==> src/rtl/pred_cpu16_pkg.sv <==
package pred_cpu16_pkg;

  localparam int INSTR_W = 16;
  localparam int COND_HI = 15;
  localparam int COND_LO = 13;
  localparam int LEN_BIT = 12;
  localparam int MEM_BIT = 11;
  localparam int OPC_HI  = 10;
  localparam int OPC_LO  = 8;
  localparam int SRC_LO  = 4;
  localparam int DST_LO  = 0;

  typedef enum logic [2:0] {
    ST_FETCH0 = 3'd0,
    ST_FETCH1 = 3'd1,
    ST_EA     = 3'd2,
    ST_RDMEM  = 3'd3,
    ST_EXEC   = 3'd4,
    ST_WRMEM  = 3'd5
  } state_e;

  typedef enum logic [2:0] {
    ALU_LD  = 3'd0,
    ALU_ADD = 3'd1,
    ALU_AND = 3'd2,
    ALU_OR  = 3'd3,
    ALU_XOR = 3'd4,
    ALU_ROR = 3'd5,
    ALU_ADC = 3'd6,
    ALU_STO = 3'd7
  } alu_op_e;

  // Condition evaluation; codes 5..7 never pass.
  function automatic logic cond_pass(input logic [2:0] code, input logic c, input logic z);
    case (code)
      3'd0:    return 1'b1;
      3'd1:    return c;
      3'd2:    return !c;
      3'd3:    return z;
      3'd4:    return !z;
      default: return 1'b0;
    endcase
  endfunction

endpackage

==> src/rtl/pred_cpu16_alu.sv <==
module pred_cpu16_alu
  import pred_cpu16_pkg::*;
#(
  parameter int DW = 16
) (
  input  alu_op_e       op,
  input  logic [DW-1:0] a,
  input  logic [DW-1:0] b,
  input  logic          cin,
  output logic [DW-1:0] res,
  output logic          cout,
  output logic          zero,
  output logic          c_upd,
  output logic          z_upd
);

  logic          add_cin;
  logic [DW:0]   sum;

  always_comb begin
    add_cin = (op == ALU_ADC) ? cin : 1'b0;
    sum     = {1'b0, a} + {1'b0, b} + {{DW{1'b0}}, add_cin};
    res     = b;
    cout    = cin;
    c_upd   = 1'b0;
    z_upd   = 1'b0;
    case (op)
      ALU_LD: res = b;
      ALU_ADD, ALU_ADC: begin
        res   = sum[DW-1:0];
        cout  = sum[DW];
        c_upd = 1'b1;
        z_upd = 1'b1;
      end
      ALU_AND: begin res = a & b; z_upd = 1'b1; end
      ALU_OR:  begin res = a | b; z_upd = 1'b1; end
      ALU_XOR: begin res = a ^ b; z_upd = 1'b1; end
      ALU_ROR: begin
        res   = {cin, b[DW-1:1]};
        cout  = b[0];
        c_upd = 1'b1;
        z_upd = 1'b1;
      end
      default: res = a;
    endcase
    zero = (res == '0);
  end

endmodule

==> src/rtl/pred_cpu16_regfile.sv <==
module pred_cpu16_regfile #(
  parameter int DW   = 16,
  parameter int NREG = 16
) (
  input  logic                    clk,
  input  logic                    rst,
  input  logic                    pc_step,
  input  logic                    wr_en,
  input  logic [$clog2(NREG)-1:0] wr_sel,
  input  logic [DW-1:0]           wr_val,
  input  logic [$clog2(NREG)-1:0] ra_sel,
  output logic [DW-1:0]           ra_val,
  input  logic [$clog2(NREG)-1:0] rb_sel,
  output logic [DW-1:0]           rb_val,
  output logic [DW-1:0]           pc_val
);

  localparam int IW = $clog2(NREG);
  localparam logic [DW-1:0] ONE = DW'(1);

  logic [DW-1:0] bank [NREG];

  for (genvar i = 0; i < NREG; i++) begin : g_ent
    if (i == 0) begin : g_zero
      assign bank[i] = '0;
    end else if (i == NREG - 1) begin : g_pc
      logic [DW-1:0] q;
      always_ff @(posedge clk) begin
        if (rst)                              q <= '0;
        else if (wr_en && wr_sel == IW'(i))   q <= wr_val;
        else if (pc_step)                     q <= q + ONE;
      end
      assign bank[i] = q;
    end else begin : g_gpr
      logic [DW-1:0] q;
      always_ff @(posedge clk) begin
        if (wr_en && wr_sel == IW'(i)) q <= wr_val;
      end
      assign bank[i] = q;
    end
  end

  assign ra_val = bank[ra_sel];
  assign rb_val = bank[rb_sel];
  assign pc_val = bank[NREG-1];

endmodule

==> src/rtl/pred_cpu16_ctrl.sv <==
module pred_cpu16_ctrl
  import pred_cpu16_pkg::*;
(
  input  logic       clk,
  input  logic       rst,
  input  logic       word_len,
  input  logic [2:0] cond,
  input  logic       mem_op,
  input  alu_op_e    op,
  input  logic       c_flag,
  input  logic       z_flag,
  output state_e     state,
  output logic       pass
);

  state_e nxt;
  logic   is_store;

  assign pass     = cond_pass(cond, c_flag, z_flag);
  assign is_store = (op == ALU_STO);

  always_comb begin
    nxt = ST_FETCH0;
    case (state)
      ST_FETCH0: nxt = word_len ? ST_FETCH1 : ST_EA;
      ST_FETCH1: nxt = ST_EA;
      ST_EA: begin
        if (!pass)         nxt = ST_FETCH0;
        else if (mem_op)   nxt = ST_RDMEM;
        else if (is_store) nxt = ST_WRMEM;
        else               nxt = ST_EXEC;
      end
      ST_RDMEM: nxt = is_store ? ST_WRMEM : ST_EXEC;
      default:  nxt = ST_FETCH0;
    endcase
  end

  always_ff @(posedge clk) begin
    if (rst) state <= ST_FETCH0;
    else     state <= nxt;
  end

endmodule

==> src/rtl/pred_cpu16.sv <==
module pred_cpu16
  import pred_cpu16_pkg::*;
#(
  parameter int DW   = 16,
  parameter int NREG = 16
) (
  input  logic          clk,
  input  logic          rst,
  input  logic [DW-1:0] bus_rdata,
  output logic [DW-1:0] bus_wdata,
  output logic [DW-1:0] bus_addr,
  output logic          bus_rnw
);

  localparam int IW = $clog2(NREG);

  state_e          st;
  logic            cond_ok;
  logic [DW-1:0]   ir_q;
  logic [DW-1:0]   opnd_q;
  logic            c_q;
  logic            z_q;
  logic [IW-1:0]   src_sel;
  logic [IW-1:0]   dst_sel;
  logic [DW-1:0]   src_val;
  logic [DW-1:0]   dst_val;
  logic [DW-1:0]   pc_val;
  alu_op_e         op;
  logic [DW-1:0]   alu_res;
  logic            alu_cout;
  logic            alu_zero;
  logic            alu_cupd;
  logic            alu_zupd;
  logic            fetching;
  logic [DW-1:0]   ea_offs;

  assign src_sel  = ir_q[SRC_LO +: IW];
  assign dst_sel  = ir_q[DST_LO +: IW];
  assign op       = alu_op_e'(ir_q[OPC_HI:OPC_LO]);
  assign fetching = (st == ST_FETCH0) || (st == ST_FETCH1);
  assign ea_offs  = ir_q[LEN_BIT] ? opnd_q : '0;

  pred_cpu16_ctrl u_ctrl (
    .clk      (clk),
    .rst      (rst),
    .word_len (bus_rdata[LEN_BIT]),
    .cond     (ir_q[COND_HI:COND_LO]),
    .mem_op   (ir_q[MEM_BIT]),
    .op       (op),
    .c_flag   (c_q),
    .z_flag   (z_q),
    .state    (st),
    .pass     (cond_ok)
  );

  pred_cpu16_regfile #(.DW(DW), .NREG(NREG)) u_rf (
    .clk     (clk),
    .rst     (rst),
    .pc_step (fetching),
    .wr_en   (st == ST_EXEC),
    .wr_sel  (dst_sel),
    .wr_val  (alu_res),
    .ra_sel  (src_sel),
    .ra_val  (src_val),
    .rb_sel  (dst_sel),
    .rb_val  (dst_val),
    .pc_val  (pc_val)
  );

  pred_cpu16_alu #(.DW(DW)) u_alu (
    .op    (op),
    .a     (dst_val),
    .b     (opnd_q),
    .cin   (c_q),
    .res   (alu_res),
    .cout  (alu_cout),
    .zero  (alu_zero),
    .c_upd (alu_cupd),
    .z_upd (alu_zupd)
  );

  // Instruction and operand registers
  always_ff @(posedge clk) begin
    if (rst) begin
      ir_q   <= '0;
      opnd_q <= '0;
    end else begin
      case (st)
        ST_FETCH0: ir_q   <= bus_rdata;
        ST_FETCH1: opnd_q <= bus_rdata;
        ST_EA:     if (cond_ok) opnd_q <= src_val + ea_offs;
        ST_RDMEM:  opnd_q <= bus_rdata;
        default: ;
      endcase
    end
  end

  // Flags
  always_ff @(posedge clk) begin
    if (rst) begin
      c_q <= 1'b0;
      z_q <= 1'b0;
    end else if (st == ST_EXEC) begin
      if (alu_cupd) c_q <= alu_cout;
      if (alu_zupd) z_q <= alu_zero;
    end
  end

  // Bus outputs decoded from registered state
  assign bus_addr  = fetching ? pc_val : opnd_q;
  assign bus_rnw   = (st != ST_WRMEM);
  assign bus_wdata = (st == ST_WRMEM) ? dst_val : '0;

endmodule

==> config.mk <==
export PLATFORM = sky130hd
export DESIGN_NAME = pred_cpu16
export DESIGN_NICKNAME = d
export VERILOG_FILES = /design/src/rtl/pred_cpu16_pkg.sv /design/src/rtl/pred_cpu16_alu.sv /design/src/rtl/pred_cpu16_regfile.sv /design/src/rtl/pred_cpu16_ctrl.sv /design/src/rtl/pred_cpu16.sv
export SDC_FILE = /design/constraint.sdc
export NUM_CORES = 1
export LEC_CHECK = 0
export ABC_AREA = 0
export BUFFER_PORTS_ARGS = -buffer_cell sky130_fd_sc_hd__buf_2
export CAP_MARGIN = 10
export CORE_MARGIN = 2
export CORE_UTILIZATION = 65
export CTS_BUF_LIST = sky130_fd_sc_hd__clkbuf_2 sky130_fd_sc_hd__clkbuf_4 sky130_fd_sc_hd__clkbuf_8
export CTS_CLUSTER_DIAMETER = 30
export DETAILED_ROUTE_END_ITERATION = 10
export PLACE_DENSITY = 0.83
export SLEW_MARGIN = 20
export SYNTH_ARGS = -nofsm -noshare
export SYNTH_HDL_FRONTEND = slang
export SYNTH_SLANG_ARGS = --single-unit
==> constraint.sdc <==
create_clock -name clk -period 7.88 [get_ports clk]
set_input_delay 0.394 -clock clk [delete_from_list [all_inputs] [get_ports clk]]
set_output_delay 0.394 -clock clk [all_outputs]
set_load 0.01 [all_outputs]
==> out/qor.yml, run 1 <==
outcome:
  outcome: "completed"
worst_setup_path:
  criticalPathCategory: "flip-flop to flip-flop"
  cp_data_arrival_time_ps: 5740
  start_kind: "flip-flop"
  reg2reg_slack_ps: 2670
  cp_cell_sequence: "buf_4, mux4_2, mux4_2, inv_1, fa_1, fa_1, nand2b_1, a211oi_1, o21ai_1, a211oi_1, nor2_1, o311ai_1, buf_4, nor2_1, a211oi_1"
  crit_fanout: 38
  worst_path_largest_cell_delay_ps: 670
  cp.required_ps: 8410
  endpoint_kind: "flip-flop"
  slowest_stage: "dfxtp_4"
  crit_top_cell: "a211oi_1"
floorplan:
  core_area_um2: 24500
  dieArea_um2: 26400
  die_x_um: 162
  start_util_pct: 66.7
  io-pin-count: 51
  dieHeight_um: 162
  rows: 57
clocking:
  clock_path_buffers: 3
  cts_hold_buffers: 0
  path_clk_slew_ps: 60
  clock-root-buffer: "clkbuf_8"
  cts_sinks: 277
  cts_max_level: 2
  clk_latency_ps: 640
  tritoncts: "done"
  cts_setup_buffers: 0
  cts_made_buffers: 57
  cts_resized: 0
final_layout:
  layout_commonest_cell: "edfxtp_1"
  mostFrequentLayoutCells: "edfxtp_1, mux4_2, nand2_1"
  drive_gt1_share_pct: 27.0
  layout.cells.non_filler: 1746
  diodes: 0
  area_growth_syn_to_layout_pct: 12.6
  fin_nets: 1443
drt:
  via_per_inst: 7.17
  drt_first_pass_iters: 6
  drc: 0
  wl_per_cell_um: 27.8
  drt-initial-drc-count: 1756
  ant_nets: 0
  num_vias: 12500
  postRouteWirelength_um: 48600
synthesis:
  synth_edf_count: 224
  synthMuxAreaShare_pct: 20.9
  synthArstFlopShare_pct: 0
  synth_xor_area_share_pct: 1.40
  synthSimpleGateAreaFrac_pct: 10.1
  synth_cells: 1326
  ys.flop_type: "edfxtp_1"
  synth_cell_types: 73
  synth_seq_cells: 277
  synth_adder_area_share_pct: 4.13
  synth_top_family_by_area: "multiplexers"
  synth_area_per_cell_um2: 12.3
  yosysSeqAreaShare_pct: 47.8
  synth_compound_area_share_pct: 11.7
  syn_area_um2: 16300
  yosysWarnings: 0
  syn_nets: 1396
sta:
  max_freq_mhz: 192
  setup_violations: 0
  max_slew_margin_pct: 26.0
  maxSlewViolCount: 0
  period_minus_slack_ps: 5210
  hold_viol: 0
  fin_tns_setup_ps: 0
  period_share_pct: 66.1
  grt_setup_unrepaired: "false"
  worstMarginPinSlew_ps: 1110
  fin_skew_ps: 41.3
global_routing:
  met2_usage_pct: 60.1
  antenna_found_initial: 0
  grt_overflow_total: 0
  grt_max_degree: 69
  met1_usage_pct: 47.4
  grtUsageMet3_pct: 9.60
  grt_pass1_wl_um: 73300
  grt_pass1_vias: 12400
  top_usage_layer: "met2"
  track_usage_pct: 37.5
placement:
  dpl.hpwl_um: 31700
  placed_cells: 1636
  gp_congestion: 0.940
  io_buffers: 50
power_and_ir_drop:
  power_mw: 4.68
  power_density_nw_per_um2: 255
  vdd_ir_drop_max_v: 0.000183
  total_leakage_power_nw: 6.65
min_path:
  hold_path.class: "input port to flip-flop"
flow_run:
  maxCapViolations: 0
state kept, by name, indices dropped and copies added (netlist names):
signal and count:
u_rf.g_ent.g_gpr.q 224, ir_q 16, c_q 1, opnd_q 16, u_rf.pc_val 16, z_q 1, u_ctrl.state 3
critical path, delay by kind of cell (launching register included):
family	cells	cell delay, ps
AOI/OAI and AO/OA	5	1540
and+or+nand+nor	3	380
muxes	2	640
buffers and inverters	3	1010
adders and majority gates	2	850
DFF	1	670
stage by stage:
stage | hold slack (ps) | area, µm² | setup slack [ps] | util, %
after floorplan | 443 | 16300 | 3130 | -
after global placement | 464 | 16900 | 2600 | 68.9
after detailed placement | 482 | 16900 | 2410 | 69.0
after CTS | 13.4 | 18300 | 2410 | 74.9
after global routing | 19.1 | 18400 | 2270 | 75.1
final | 37.1 | 18400 | 2670 | 75.1
worst paths after layout:
check / startpoint / to / cells past startpoint
min reg2reg: ir_q[13] / ir_q[13] / 2
max reg2reg: ir_q[0] / u_rf.pc_val[14] / 15
min: bus_rdata[2] / ir_q[2] / 3
max: ir_q[0] / u_rf.pc_val[14] / 15
final cells by class:
type / instances / area [µm²]
Clock buffer: 69 / 881
Clock inverter: 39 / 576
Fill cell: 1445 / 6100
Inverter: 61 / 229
Multi-Input combinational cell: 891 / 7970
Sequential cell: 277 / 7800
Tap cell: 324 / 405
Timing Repair Buffer: 85 / 508
Yosys cell counts, types with 6 or more instances:
library cell	n	area (µm²)
mux4_2	122	2750
nor3_1	27	135
a22o_1	27	236
o22ai_1	6	37.5
a31oi_1	12	75.1
inv_1	59	221
and2_1	15	93.8
xor2_1	10	87.6
nor2_1	92	345
a22oi_1	8	60.1
buf_2	16	80.1
o21ai_0	59	295
buf_1	16	60.1
a211oi_1	31	233
a2bb2oi_1	6	52.6
edfxtp_1	224	6730
nand3_1	24	120
a21oi_1	58	290
a21o_1	19	143
clkbuf_1	59	221
dfxtp_1	53	1060
ha_1	49	613
mux2i_1	22	220
xnor2_1	16	140
mux2_2	37	417
and3_1	12	75.1
nor2b_1	10	62.6
or3_1	10	62.6
nand3b_1	6	45.0
nand2_1	110	413
nand2b_1	14	87.6
power breakdown:
group | switching, mW | internal (mW)
registers | 0.0700 | 1.71
logic | 0.625 | 0.386
clock network | 0.707 | 1.19
logic make-up (layout without fill, tap and decap cells):
family                   Yosys count  after routing
flip-flops                       277            277
multiplexers                     183            183
XOR/XNOR                          26             26
AND/OR/NAND/NOR                  347            347
AO/OA/AOI/OAI                    283            283
adder cells (fa/ha/maj)           52             52
buffers and inverters            158            254
per-layer routing:
metal | wire length [µm] | up-vias | part of all wire (%)
li1 | - | 5250 | -
met1 | 16800 | 6080 | 35
met2 | 23000 | 983 | 47
met3 | 6010 | 209 | 12
met4 | 2740 | 0 | 5.6
met5 | 0 | - | 0
Note: power is estimated with default switching activity, not from simulation.
==> run 2, diff against run 1 <==
- CORE_UTILIZATION: 65 -> 59
- PLACE_DENSITY: 0.83 -> 0.79
- clock period: 7.88 -> 4.7 ns (I/O delays scaled with it)
==> out/qor.yml, run 2 (synthesized netlist as in run 1, its figures left out) <==
worst_setup_path:
  r2r-end: "u_rf.g_ent[13].g_gpr.q[14]"
  crit_end: "u_rf.g_ent[13].g_gpr.q[14]"
  cp.depth: 13
  crit_top_cell: "a211oi_1"
  criticalPathCategory: "flip-flop to flip-flop"
  ff2ff_path_depth: 13
  crit_fanout: 40
  reg2reg_from: "ir_q[1]"
  slowest_stage: "o311ai_2"
  worst_path_largest_cell_delay_ps: 510
  reg2reg_slack_ps: 240
  cp-startpoint: "ir_q[1]"
  cp_cell_sequence: "buf_12, mux2_2, a22o_1, mux4_2, inv_1, ha_1, o211ai_1, a211oi_1, o21ai_1, a211oi_1, nor2_1, o311ai_2, buf_4"
  cp_data_arrival_time_ps: 4880
  endpoint_kind: "flip-flop"
  start_kind: "flip-flop"
  cp_num_buf_inv: 3
  cpLargestDelayFamily: "compound AO/OA/AOI/OAI gates"
  cp.required_ps: 5130
global_routing:
  top_usage_layer: "met2"
  antenna_found_initial: 0
  grt_overflow_total: 0
  met2_usage_pct: 54.9
  grt_pass1_vias: 12300
  grt_max_degree: 57
  track_usage_pct: 34.1
  grt_pass1_wl_um: 73400
  grtUsageMet3_pct: 6.05
  met1_usage_pct: 45.0
final_layout:
  n_fill_cell: 1798
  diodes: 0
  final_util_pct: 68.7
  drive_gt1_share_pct: 27.2
  mostFrequentLayoutCells: "edfxtp_1, mux4_2, nand2_1"
  fin_nets: 1480
  layout_commonest_cell: "edfxtp_1"
  largest_register_ffs: 224
  max_flop_register: "u_rf.g_ent.g_gpr.q"
  area_growth_syn_to_layout_pct: 13.8
sta:
  worstMarginPinSlew_ps: 1050
  max_slew_margin_pct: 29.7
  layout_setup_ws_ps: 241
  period_share_pct: 94.9
  grt_setup_unrepaired: "false"
  fin_tns_setup_ps: 0
  maxSlewViolCount: 0
  period_minus_slack_ps: 4460
  hold_viol: 0
  setup_violations: 0
  fin_skew_ps: 38.8
  max_freq_mhz: 224
drt:
  via_per_inst: 6.99
  ant_nets: 0
  postRouteWirelength_um: 48600
  drt_first_pass_iters: 5
  num_vias: 12500
  drc: 0
  drt-initial-drc-count: 1705
  wl_per_cell_um: 27.1
floorplan:
  io-pin-count: 51
  die_x_um: 170
  dieHeight_um: 170
  rows: 60
  start_util_pct: 60.3
  dieArea_um2: 29000
  core_area_um2: 27000
clocking:
  cts_max_level: 2
  path_clk_slew_ps: 60
  clock_path_buffers: 3
  cts_made_buffers: 53
  clock-root-buffer: "clkbuf_8"
  cts_sinks: 277
  clk_latency_ps: 590
  tritoncts: "done"
outcome:
  outcome: "completed"
power_and_ir_drop:
  p_seq_share_pct: 39.7
  vdd_ir_drop_max_v: 0.000218
  switching_power_mw: 2.26
  power_mw: 7.47
  total_leakage_power_nw: 6.74
  combinationalPowerShare_pct: 24.0
  switching_share_pct: 30.3
  internal_power_mw: 5.21
  clkPwrFrac_pct: 36.3
  power_density_nw_per_um2: 403
placement:
  dpl.hpwl_um: 33000
  gp_congestion: 0.931
  io_buffers: 50
  dp_worst_setup_slack_ps: 215
flow_run:
  maxCapViolations: 0
min_path:
  min-delay-start: "rst"
  hold_path.class: "input port to flip-flop"
-- run 2: final cells by class --
cell class              instances  area, µm²  area share [%]
clock inverters                30        385            2.08
clock buffers                  65        845            4.55
repair buffers                126        926            4.99
flip-flops and latches        277       7800            42.0
inverters                      61        229            1.23
multi-input cells             891       7950            42.8
well taps                     341        427            2.30
-- run 2: worst min-delay path by stage --
stage	depth (start not counted)	endpoint
floorplan	2	ir_q[13]
global placement	2	ir_q[13]
detailed placement	2	ir_q[13]
CTS	2	opnd_q[8]
global route	2	opnd_q[8]
finish	2	opnd_q[8]
-- run 2: layer usage --
layer	share of wire, %	vias up
met3	10	186
met2	47	862
met4	5.4	0
met1	37	6171
met5	0	-
li1	-	5308
-- run 2: power by group through the flow --
stage	registers (mW)	clock network (mW)	logic (mW)
after global placement	3.01	0	1.66
final	2.96	2.71	1.79
after floorplan	2.95	0	1.22
after CTS	2.97	2.73	1.72
after detailed placement	3.02	0	1.70
after global routing	2.97	2.83	1.92
-- run 2: per-stage QoR --
step / hold WS, ps / instances / area, µm²
after floorplan: 371 / 1326 / 16300
after global placement: 459 / 1678 / 17100
after detailed placement: 480 / 1678 / 17100
after CTS: 331 / 1789 / 18500
after global routing: 372 / 1791 / 18600
final: 361 / 1791 / 18600
-- run 2: repair_timing --
item | CTS | global route
endpoints found under the hold margin | 25 | 0
setup endpoints to repair | 0 | 33
setup buffers | 0 | 2
hold buffers | 16 | 0
resized for setup | 0 | 1
